$ cat config.mk
export PLATFORM = sky130hd
export DESIGN_NAME = shift_add_mult
export DESIGN_NICKNAME = d
export VERILOG_FILES = /design/src/rtl/sam_pkg.sv /design/src/rtl/sam_rst_sync.sv /design/src/rtl/sam_counter.sv /design/src/rtl/sam_datapath.sv /design/src/rtl/sam_ctrl.sv /design/src/rtl/shift_add_mult.sv
export SDC_FILE = /design/constraint.sdc
export NUM_CORES = 1
export LEC_CHECK = 0
export BUFFER_PORTS_ARGS = -buffer_cell sky130_fd_sc_hd__buf_4
export CAP_MARGIN = 20
export CELL_PAD_IN_SITES_DETAIL_PLACEMENT = 0
export CELL_PAD_IN_SITES_GLOBAL_PLACEMENT = 2
export CORE_AREA = 2 2 57 59
export CTS_CLUSTER_SIZE = 8
export DETAILED_ROUTE_END_ITERATION = 16
export DIE_AREA = 0 0 59 61
export GPL_ROUTABILITY_DRIVEN = 0
export PLACE_DENSITY_LB_ADDON = 0.1
export SLEW_MARGIN = 20
export SYNTH_ARGS = -nofsm -noshare
export SYNTH_HDL_FRONTEND = slang
export SYNTH_SLANG_ARGS = --single-unit
export TNS_END_PERCENT = 20
$ cat constraint.sdc
create_clock -name clk -period 1.05 [get_ports clk]
set_input_delay 0.105 -clock clk [delete_from_list [all_inputs] [get_ports clk]]
set_output_delay 0.105 -clock clk [all_outputs]
set_load 0.03 [all_outputs]
$ cat src/rtl/sam_pkg.sv
package sam_pkg;
  typedef enum logic [1:0] {
    ST_IDLE  = 2'd0,
    ST_TEST  = 2'd1,
    ST_SHIFT = 2'd2,
    ST_DONE  = 2'd3
  } sam_state_e;
endpackage

$ cat src/rtl/sam_rst_sync.sv
module sam_rst_sync (
  input  logic clk,
  input  logic rst_n,
  output logic rst_n_sync
);
  logic [1:0] sync_q;

  always_ff @(posedge clk or negedge rst_n) begin
    if (!rst_n) sync_q <= 2'b00;
    else        sync_q <= {sync_q[0], 1'b1};
  end

  assign rst_n_sync = sync_q[1];
endmodule

$ cat src/rtl/sam_counter.sv
module sam_counter #(
  parameter int OP_W = 4
) (
  input  logic clk,
  input  logic rst_n,
  input  logic clr_i,
  input  logic inc_i,
  output logic last_o
);
  localparam int CW = (OP_W > 1) ? $clog2(OP_W) : 1;

  logic [CW-1:0] cnt_q, cnt_d;
  logic          cnt_en;

  assign cnt_en = clr_i | inc_i;

  always_comb begin
    cnt_d = cnt_q;
    if (clr_i)      cnt_d = '0;
    else if (inc_i) cnt_d = cnt_q + 1'b1;
  end

  always_ff @(posedge clk or negedge rst_n) begin
    if (!rst_n)      cnt_q <= '0;
    else if (cnt_en) cnt_q <= cnt_d;
  end

  assign last_o = (cnt_q == CW'(OP_W - 1));

  AST_CLEAR_ZEROES: assert property (@(posedge clk) disable iff (!rst_n)
    clr_i |=> (cnt_q == '0));
endmodule

$ cat src/rtl/sam_datapath.sv
module sam_datapath #(
  parameter int OP_W = 4
) (
  input  logic              clk,
  input  logic              rst_n,
  input  logic              load_i,
  input  logic              add_i,
  input  logic              shift_i,
  input  logic [OP_W-1:0]   mcand_i,
  input  logic [OP_W-1:0]   mplier_i,
  output logic              lsb_o,
  output logic [2*OP_W-1:0] low_o
);
  localparam int AW = 2 * OP_W + 1;

  logic [AW-1:0] acc_q, acc_d;
  logic [OP_W:0] sum;
  logic          acc_en;

  assign sum    = {1'b0, acc_q[AW-2:OP_W]} + {1'b0, mcand_i};
  assign acc_en = load_i | add_i | shift_i;

  always_comb begin
    acc_d = acc_q;
    if (load_i)       acc_d = {{(OP_W+1){1'b0}}, mplier_i};
    else if (add_i)   acc_d = {sum, acc_q[OP_W-1:0]};
    else if (shift_i) acc_d = {1'b0, acc_q[AW-1:1]};
  end

  always_ff @(posedge clk or negedge rst_n) begin
    if (!rst_n)      acc_q <= '0;
    else if (acc_en) acc_q <= acc_d;
  end

  assign lsb_o = acc_q[0];
  assign low_o = acc_q[2*OP_W-1:0];

  AST_SHIFT_FILLS_ZERO: assert property (@(posedge clk) disable iff (!rst_n)
    (shift_i && !load_i) |=> (acc_q[AW-1] == 1'b0));
  AST_LOW_KEPT_ON_ADD: assert property (@(posedge clk) disable iff (!rst_n)
    (add_i && !load_i) |=> (acc_q[OP_W-1:0] == $past(acc_q[OP_W-1:0])));
endmodule

$ cat src/rtl/sam_ctrl.sv
module sam_ctrl
  import sam_pkg::*;
(
  input  logic clk,
  input  logic rst_n,
  input  logic start_i,
  input  logic m_i,
  input  logic last_i,
  output logic load_o,
  output logic add_o,
  output logic shift_o,
  output logic done_o
);
  sam_state_e state_q, state_d;

  always_comb begin
    state_d = state_q;
    load_o  = 1'b0;
    add_o   = 1'b0;
    shift_o = 1'b0;
    done_o  = 1'b0;
    unique case (state_q)
      ST_IDLE: begin
        if (start_i) begin
          load_o  = 1'b1;
          state_d = ST_TEST;
        end
      end
      ST_TEST: begin
        if (m_i) begin
          add_o   = 1'b1;
          state_d = ST_SHIFT;
        end else begin
          shift_o = 1'b1;
          state_d = last_i ? ST_DONE : ST_TEST;
        end
      end
      ST_SHIFT: begin
        shift_o = 1'b1;
        state_d = last_i ? ST_DONE : ST_TEST;
      end
      ST_DONE: begin
        done_o  = 1'b1;
        state_d = ST_IDLE;
      end
      default: state_d = ST_IDLE;
    endcase
  end

  always_ff @(posedge clk or negedge rst_n) begin
    if (!rst_n) state_q <= ST_IDLE;
    else        state_q <= state_d;
  end

  AST_ADD_SHIFT_EXCL: assert property (@(posedge clk) disable iff (!rst_n)
    !(add_o && shift_o));
  AST_ADD_THEN_SHIFT: assert property (@(posedge clk) disable iff (!rst_n)
    add_o |=> shift_o);
  AST_LAST_SHIFT_DONE: assert property (@(posedge clk) disable iff (!rst_n)
    (shift_o && last_i) |=> done_o);
  AST_DONE_PULSE: assert property (@(posedge clk) disable iff (!rst_n)
    done_o |=> !done_o);
  AST_BUSY_NO_LOAD: assert property (@(posedge clk) disable iff (!rst_n)
    (add_o || shift_o) |=> !load_o);
endmodule

$ cat src/rtl/shift_add_mult.sv
module shift_add_mult #(
  parameter int OP_W = 4
) (
  input  logic              clk,
  input  logic              rst_n,
  input  logic              start,
  input  logic [OP_W-1:0]   mcand,
  input  logic [OP_W-1:0]   mplier,
  output logic [2*OP_W-1:0] product,
  output logic              done
);
  logic rst_n_int;
  logic load, add, shift, m_bit, last;

  sam_rst_sync u_rst (
    .clk        (clk),
    .rst_n      (rst_n),
    .rst_n_sync (rst_n_int)
  );

  sam_ctrl u_ctrl (
    .clk     (clk),
    .rst_n   (rst_n_int),
    .start_i (start),
    .m_i     (m_bit),
    .last_i  (last),
    .load_o  (load),
    .add_o   (add),
    .shift_o (shift),
    .done_o  (done)
  );

  sam_counter #(.OP_W(OP_W)) u_cnt (
    .clk    (clk),
    .rst_n  (rst_n_int),
    .clr_i  (load),
    .inc_i  (shift),
    .last_o (last)
  );

  sam_datapath #(.OP_W(OP_W)) u_dp (
    .clk      (clk),
    .rst_n    (rst_n_int),
    .load_i   (load),
    .add_i    (add),
    .shift_i  (shift),
    .mcand_i  (mcand),
    .mplier_i (mplier),
    .lsb_o    (m_bit),
    .low_o    (product)
  );
endmodule

==> reports/results.ini, run 1 <==
[status]
status=finished, violations left
violations=setup timing

[critical_path]
crit_fanout=6
path_class=flip-flop to flip-flop
cp.required_ns=1.24
critPathArrivalTime_ns=1.74
r2r_slack_ns=-0.50
rr_endpoint=u_dp.acc_q[4]
worst_r2r_path_depth=6
worstSetupStartpointType=flip-flop
r2r_start=u_ctrl.state_q[1]
endpoint_kind=flip-flop

[logic_synthesis]
synth.avg_cell_area_sq_um=9.74
synth_fa_ha_area_share_pct=14.8
netlist_instances=101
yosys-mux-area-fraction_pct=8.27
synth-simple-area-share_pct=13.7
ys_seq_area_share_pct=38.2
ys_types=30
synth_compound_area_share_pct=15.0
synth-seq-cells=15
yosys.area.top_type_share_pct=38.2
ys.flop_type=dfrtp_1
netlist_area_sq_um=983
syn_nets=123
synth_xor_area_share_pct=0.891
synth.area.top_cells=dfrtp_1 38%, ha_1 13%, mux2i_1 7.1%, buf_4 6.1%, a21oi_1 3.6%
synth_edf_count=0
synth_top_family_by_area=compound AO/OA/AOI/OAI gates
synth_top_area_cell=dfrtp_1
yosysWarnings=0
async_flop_share_pct=100

[power_and_ir_drop]
clock_power_share_pct=7.9
p_leak_nw=0.738
combinationalPowerShare_pct=69.6
p_per_area_nw_per_um2=2990
netSwitchingFraction_pct=42.4
ir_drop_uv=893
power.switching_mw=1.91
p_int_mw=2.60
p_seq_share_pct=22.6
power.total_mw=4.51

[routing]
routed_wl_um=2230
drt_iter0_markers=22
ant_nets=0
wl_per_cell_um=12.7
via_per_inst=4.77
drc=0
vias=840
drt-pass1-iter-count=4

[place]
io_buffers=19
dp_hpwl_um=1730
post-place-ws_ns=-0.553

[clocking]
cts_buffers=3
htree_levels=1
clk_path_buf_depth=2
clkTransAtPathRegs_ns=0.11
clock_sinks=15
cts_tree=built
cts-root-buf=clkbuf_4
clk-insertion-delay-late_ns=0.29

[timing]
setup_viol=18
fmax_ghz=0.646
hold_viol_final=0
fin_setup_tns_ns=-5.91
post-route-period-util_pct=147
skew_ns=0.0140
worst_slack_ns=-0.498
period_needed_ns=1.55
rsz0062_at_grt=true
drv_slew=0

[floorplanning]
rows=20
die-area_sq_um=3600
core-area_sq_um=2950
die_y_um=61
chipWidth_um=59
io_pins=20
start_util_pct=33.3

[global_route]
overflow=0
grt_pass1_wl_um=3740
grt_usage_pct=13.9
grt_pass1_vias=783
grt_max_degree=14
antenna_found_initial=0

[hold_path]
hold_path.class=primary input to flip-flop
min_from=mplier[3]
hold_depth=3
hold-path-endpoint=u_dp.acc_q[3]

[finish]
syn_to_final_growth_pct=53.3
antennaDiodeCount=0
fin_nets=166
drive_above_1_share_pct=48.3
fillers=285
multi_input_area_sq_um=609
seq_area_sq_um=377

[job]
max-cap-violations=0

-- cell usage in the layout, fill, tap and decap left out, types with 4 or more instances in the layout --
master and count:
nor2_1 7, o21ai_1 6, mux2i_1 7, inv_1 4
a21oi_1 7, buf_4 30, nand2_1 9, dfrtp_1 14
ha_1 6, buf_6 14
-- worst max-delay path, stage by stage, from the launching register on --
cell,delay [ns]
dfrtp_1,0.42
inv_2,0.09
ha_4,0.19
nor2b_4,0.14
o21ai_4,0.28
mux2i_1,0.25
a21oi_1,0.08
-- registers in the layout, summed over array words and instances, names as in the netlist --
register,flops
u_cnt.cnt_q,2
u_ctrl.state_q,2
u_dp.acc_q,9
u_rst.sync_q,2
-- layout make-up --
type | count | share of cell area [%]
clock buffers | 3 | 1.49
clock inverters | 1 | 0.498
inverters | 6 | 1.49
multi-input cells | 71 | 40.4
flip-flops and latches | 15 | 25.0
well taps | 33 | 2.74
repair buffers | 47 | 28.4
-- cell usage after synthesis (2+ instances only) --
cell     instances
inv_1            6
o21ai_1          4
dfrtp_1         15
ha_1            10
a31oi_1          2
nand2_1          9
nor2_1           7
buf_4            8
mux2i_1          7
a21oi_1          7
nor2b_1          4
o21ai_0          3
nand3_1          2
-- repair_timing --
action,CTS,global route
pin swaps,3,3
resized for setup,14,13
endpoints found under the setup margin,20,20
buffers inserted,3,2
hold buffers,1,0
hold endpoints to repair,2,0
-- routing by layer --
metal  global-route usage [%]  part of all wire [%]  up-vias
li1                         -                     -      424
met1                     17.3                    46      403
met2                     24.0                    51       13
met3                     4.05                   3.5        0
met4                     2.92                     0        0
met5                        0                     0        -
-- power by group through the flow --
stage	registers (mW)	logic, mW	clock network, mW
after global placement	1.01	2.71	0
final	1.02	3.14	0.355
after detailed placement	1.01	2.71	0
after global routing	1.05	3.45	0.406
after floorplan	1.01	1.88	0
after CTS	1.02	2.93	0.376
-- cell families after synthesis --
family | after synthesis
flops | 15
buf+inv | 15
other cells | 1
compound gates | 22
fa+ha+maj | 11
simple gates | 28
xor+xnor | 1
mux | 8
-- through the flow --
step | instance area (sq um) | util [%] | instances | hold slack [ns]
detailed placement | 1330 | 45.0 | 166 | -0.112
global placement | 1330 | 45.0 | 166 | -0.113
floorplan | 1030 | - | 101 | -0.191
finish | 1510 | 51.1 | 176 | 0.0145
global route | 1510 | 51.1 | 176 | 0.0161
CTS | 1440 | 48.9 | 174 | 0.00312
-- how the worst max path moves through the flow --
| stage | startpoint | to | slack (ns) | cells past startpoint |
|---|---|---|---|---|
| 6_report | u_ctrl.state_q[1] | u_dp.acc_q[4] | -0.50 | 6 |
| 5_1_grt | u_ctrl.state_q[1] | u_cnt.cnt_q[0] | -0.60 | 7 |
| 4_1_cts | u_ctrl.state_q[0] | u_cnt.cnt_q[0] | -0.49 | 7 |
| 3_5_place_dp | u_ctrl.state_q[1] | u_dp.acc_q[4] | -0.55 | 6 |
| 3_3_place_gp | u_ctrl.state_q[1] | u_dp.acc_q[4] | -0.55 | 6 |
| 2_1_floorplan | u_ctrl.state_q[1] | u_dp.acc_q[4] | -0.41 | 6 |
(Power assumes the default switching activity.)
==> inputs of run 2 (changes only) <==
CORE_AREA = 2 2 62 64   (was 2 2 57 59)
DIE_AREA = 0 0 64 66   (was 0 0 59 61)
clock period = 1.3 ns   (was 1.05 ns; I/O delays follow)
==> run 2 against run 1 <==
Net effect: the run still ends with setup timing left; core utilization fell by 6.5 points; via count rose by 3.3%; global-route usage fell by 0.25 points; largest power group unchanged; clock-buffer cell count rose by 1; register-to-register slack improved by 0.30 ns; highest routed layer is now met4; worst setup slack improved by 0.30 ns; wire length rose by 11%; combinational power fell by 12%; critical endpoint unchanged; sequential power fell by 18%; design area rose by 5.0%; final cell count rose by 10%.
==> reports/results.ini, run 2 (synthesized netlist as in run 1, its figures left out) <==
[status]
status=finished, violations left  ; unchanged
violations=setup timing  ; unchanged

[floorplanning]
die_y_um=66  ; was 61 um
io_pins=20  ; unchanged
start_util_pct=27.7  ; was 33.3%
rows=22  ; was 20
die-area_sq_um=4220  ; was 3600 sq um
chipWidth_um=64  ; was 59 um
core-area_sq_um=3550  ; was 2950 sq um

[place]
post-place-ws_ns=-0.274  ; was -0.553 ns
dp_hpwl_um=1910  ; was 1730 um
io_buffers=19  ; unchanged
dpl-instance-area_sq_um=1330  ; about the same

[routing]
drt_iter0_markers=49  ; was 22
route.met2.wl_um=1300  ; was 1130 um
route.top_layer_used=met4  ; was met3
routed_wl_um=2480  ; was 2230 um
wl_met1_um=1050  ; was 1020 um
vias=868  ; was 840
wl_per_cell_um=12.8  ; was 12.7 um
dr_wl_met3_um=107  ; was 79 um
drc=0  ; unchanged
drt-pass1-iter-count=3  ; was 4
via_per_inst=4.47  ; was 4.77
ant_nets=0  ; unchanged

[critical_path]
crit_top_cell=buf_6
crit_fanout=4  ; was 6
path_class=flip-flop to flip-flop  ; unchanged
cp_num_buf_inv=3  ; was 1
cp_cell_sequence=buf_6 > ha_4 > buf_6 > o21ai_4 > buf_6 > mux2i_1 > a21oi_1  ; was inv_2 > ha_4 > nor2b_4 > o21ai_4 > mux2i_1 > a21oi_1
crit_slowest_cell=dfrtp_1  ; unchanged
max_stage_delay_ns=0.42  ; about the same
worstSetupStartpointType=flip-flop  ; unchanged
cp.required_ns=1.47  ; was 1.24 ns
critPathArrivalTime_ns=1.67  ; was 1.74 ns
endpoint_kind=flip-flop  ; unchanged
path_delay_family=flip-flops  ; unchanged

[timing]
slew_headroom_pct=60.3
fmax_ghz=0.668  ; was 0.646 GHz
skew_ns=0.00334  ; was 0.0140 ns
period_needed_ns=1.50  ; was 1.55 ns
hold_viol_final=0  ; unchanged
tightestPinTransition_ns=0.595
rsz0062_at_grt=true  ; unchanged
setup_viol=14  ; was 18
drv_slew=0  ; unchanged
worst_slack_ns=-0.197  ; was -0.498 ns
post-route-period-util_pct=115  ; was 147%

[clocking]
clkTransAtPathRegs_ns=0.10  ; was 0.11 ns
clock_sinks=15  ; unchanged
cts_tree=built  ; unchanged
htree_levels=1  ; unchanged
clk_path_buf_depth=2  ; unchanged
clk-insertion-delay-late_ns=0.28  ; was 0.29 ns
cts_buffers=3  ; unchanged
cts-root-buf=clkbuf_4  ; unchanged

[finish]
final_cell_mix=40 x buf_4, 14 x dfrtp_1, 9 x nand2_1, 9 x buf_6  ; was 30 x buf_4, 14 x buf_6, 14 x dfrtp_1
antennaDiodeCount=0  ; unchanged
top_register=u_dp.acc_q  ; unchanged
syn_to_final_growth_pct=60.9  ; was 53.3%
final_util_pct=44.6  ; was 51.1%
fin_nets=169  ; was 166
final_common_cell=buf_4  ; unchanged
drive_above_1_share_pct=54.8  ; was 48.3%
largest_reg_flops=9  ; unchanged
final_area_sq_um=1580  ; was 1510 sq um

[power_and_ir_drop]
power.total_mw=3.86  ; was 4.51 mW
p_leak_nw=0.763  ; was 0.738 nW
p_per_area_nw_per_um2=2440  ; was 2990 nW/um^2
ir_drop_uv=784  ; was 893 uV

[hold_path]
hold_path.class=primary input to flip-flop  ; unchanged

[global_route]
grt_max_degree=14  ; unchanged
overflow=0  ; unchanged
grt_pass1_wl_um=4330  ; was 3740 um
grt_pass1_vias=935  ; was 783
antenna_found_initial=0  ; unchanged
grt_usage_pct=13.6  ; was 13.9%

[job]
max-cap-violations=0  ; unchanged

-- run 2: cell count changes in the layout (fill, tap and decap cells not counted), sizes merged --
cell      delta
buf          +3
clkinvlp     -1
clkbuf       +1
-- run 2: routing by layer --
| layer | vias to the layer above | global-route usage, % |
|---|---|---|
| li1 | 430 | - |
| met1 | 421 | 15.2 |
| met2 | 15 | 25.5 |
| met3 | 2 | 4.26 |
| met4 | 0 | 2.45 |
| met5 | - | 0 |
-- run 2: area by class of cell --
cell class / instances / area (sq um)
inverter: 6 / 25.0
timing repair buffer: 50 / 412
multi-input combinational: 71 / 683
fill: 353 / 1970
tap: 48 / 60.1
sequential: 15 / 377
clock buffer: 4 / 26.3
-- run 2: final timing paths --
check,startpoint,to,slack [ns],depth (start not counted)
setup / recovery,u_ctrl.state_q[1],u_dp.acc_q[4],-0.20,7
hold / removal,mplier[1],u_dp.acc_q[1],0.05,3
setup reg to reg,u_ctrl.state_q[1],u_dp.acc_q[4],-0.20,7
hold reg to reg,u_rst.sync_q[1],u_dp.acc_q[6],0.25,0
max in group asynchronous,u_rst.sync_q[1],u_ctrl.state_q[0],0.63,0
min in group asynchronous,rst_n,u_rst.sync_q[0],0.15,2
-- run 2: worst reg2reg max path: cells and delay by family (launching register included) --
kind	cells	cell delay [ns]
AO/OA/AOI/OAI	2	0.25
adder cells (fa/ha/maj)	1	0.16
buffers and inverters	3	0.39
flip-flops	1	0.42
multiplexers	1	0.18
-- run 2: power breakdown --
part           total (mW)  internal [mW]  switching, mW
registers           0.840          0.656          0.184
logic                2.75           1.43           1.31
clock network       0.278          0.119          0.159
total                3.86           2.21           1.65
-- run 2: timing repair --
| item | 4_1_cts | 5_1_grt |
|---|---|---|
| setup endpoints to repair | 14 | 14 |
| gates resized for setup | 26 | 9 |
| hold endpoints to repair | 2 | 0 |
| buffers inserted | 8 | 1 |
| pin swaps | 15 | 8 |
| hold buffers | 1 | 0 |
-- run 2: through the flow --
step	instances	setup TNS, ns	hold WS, ns
2_1_floorplan	101	-1.48	-0.166
3_3_place_gp	180	-2.21	-0.0874
3_5_place_dp	180	-2.61	-0.0866
4_1_cts	193	-2.20	0.0368
5_1_grt	194	-3.23	0.0491
6_report	194	-1.88	0.0459
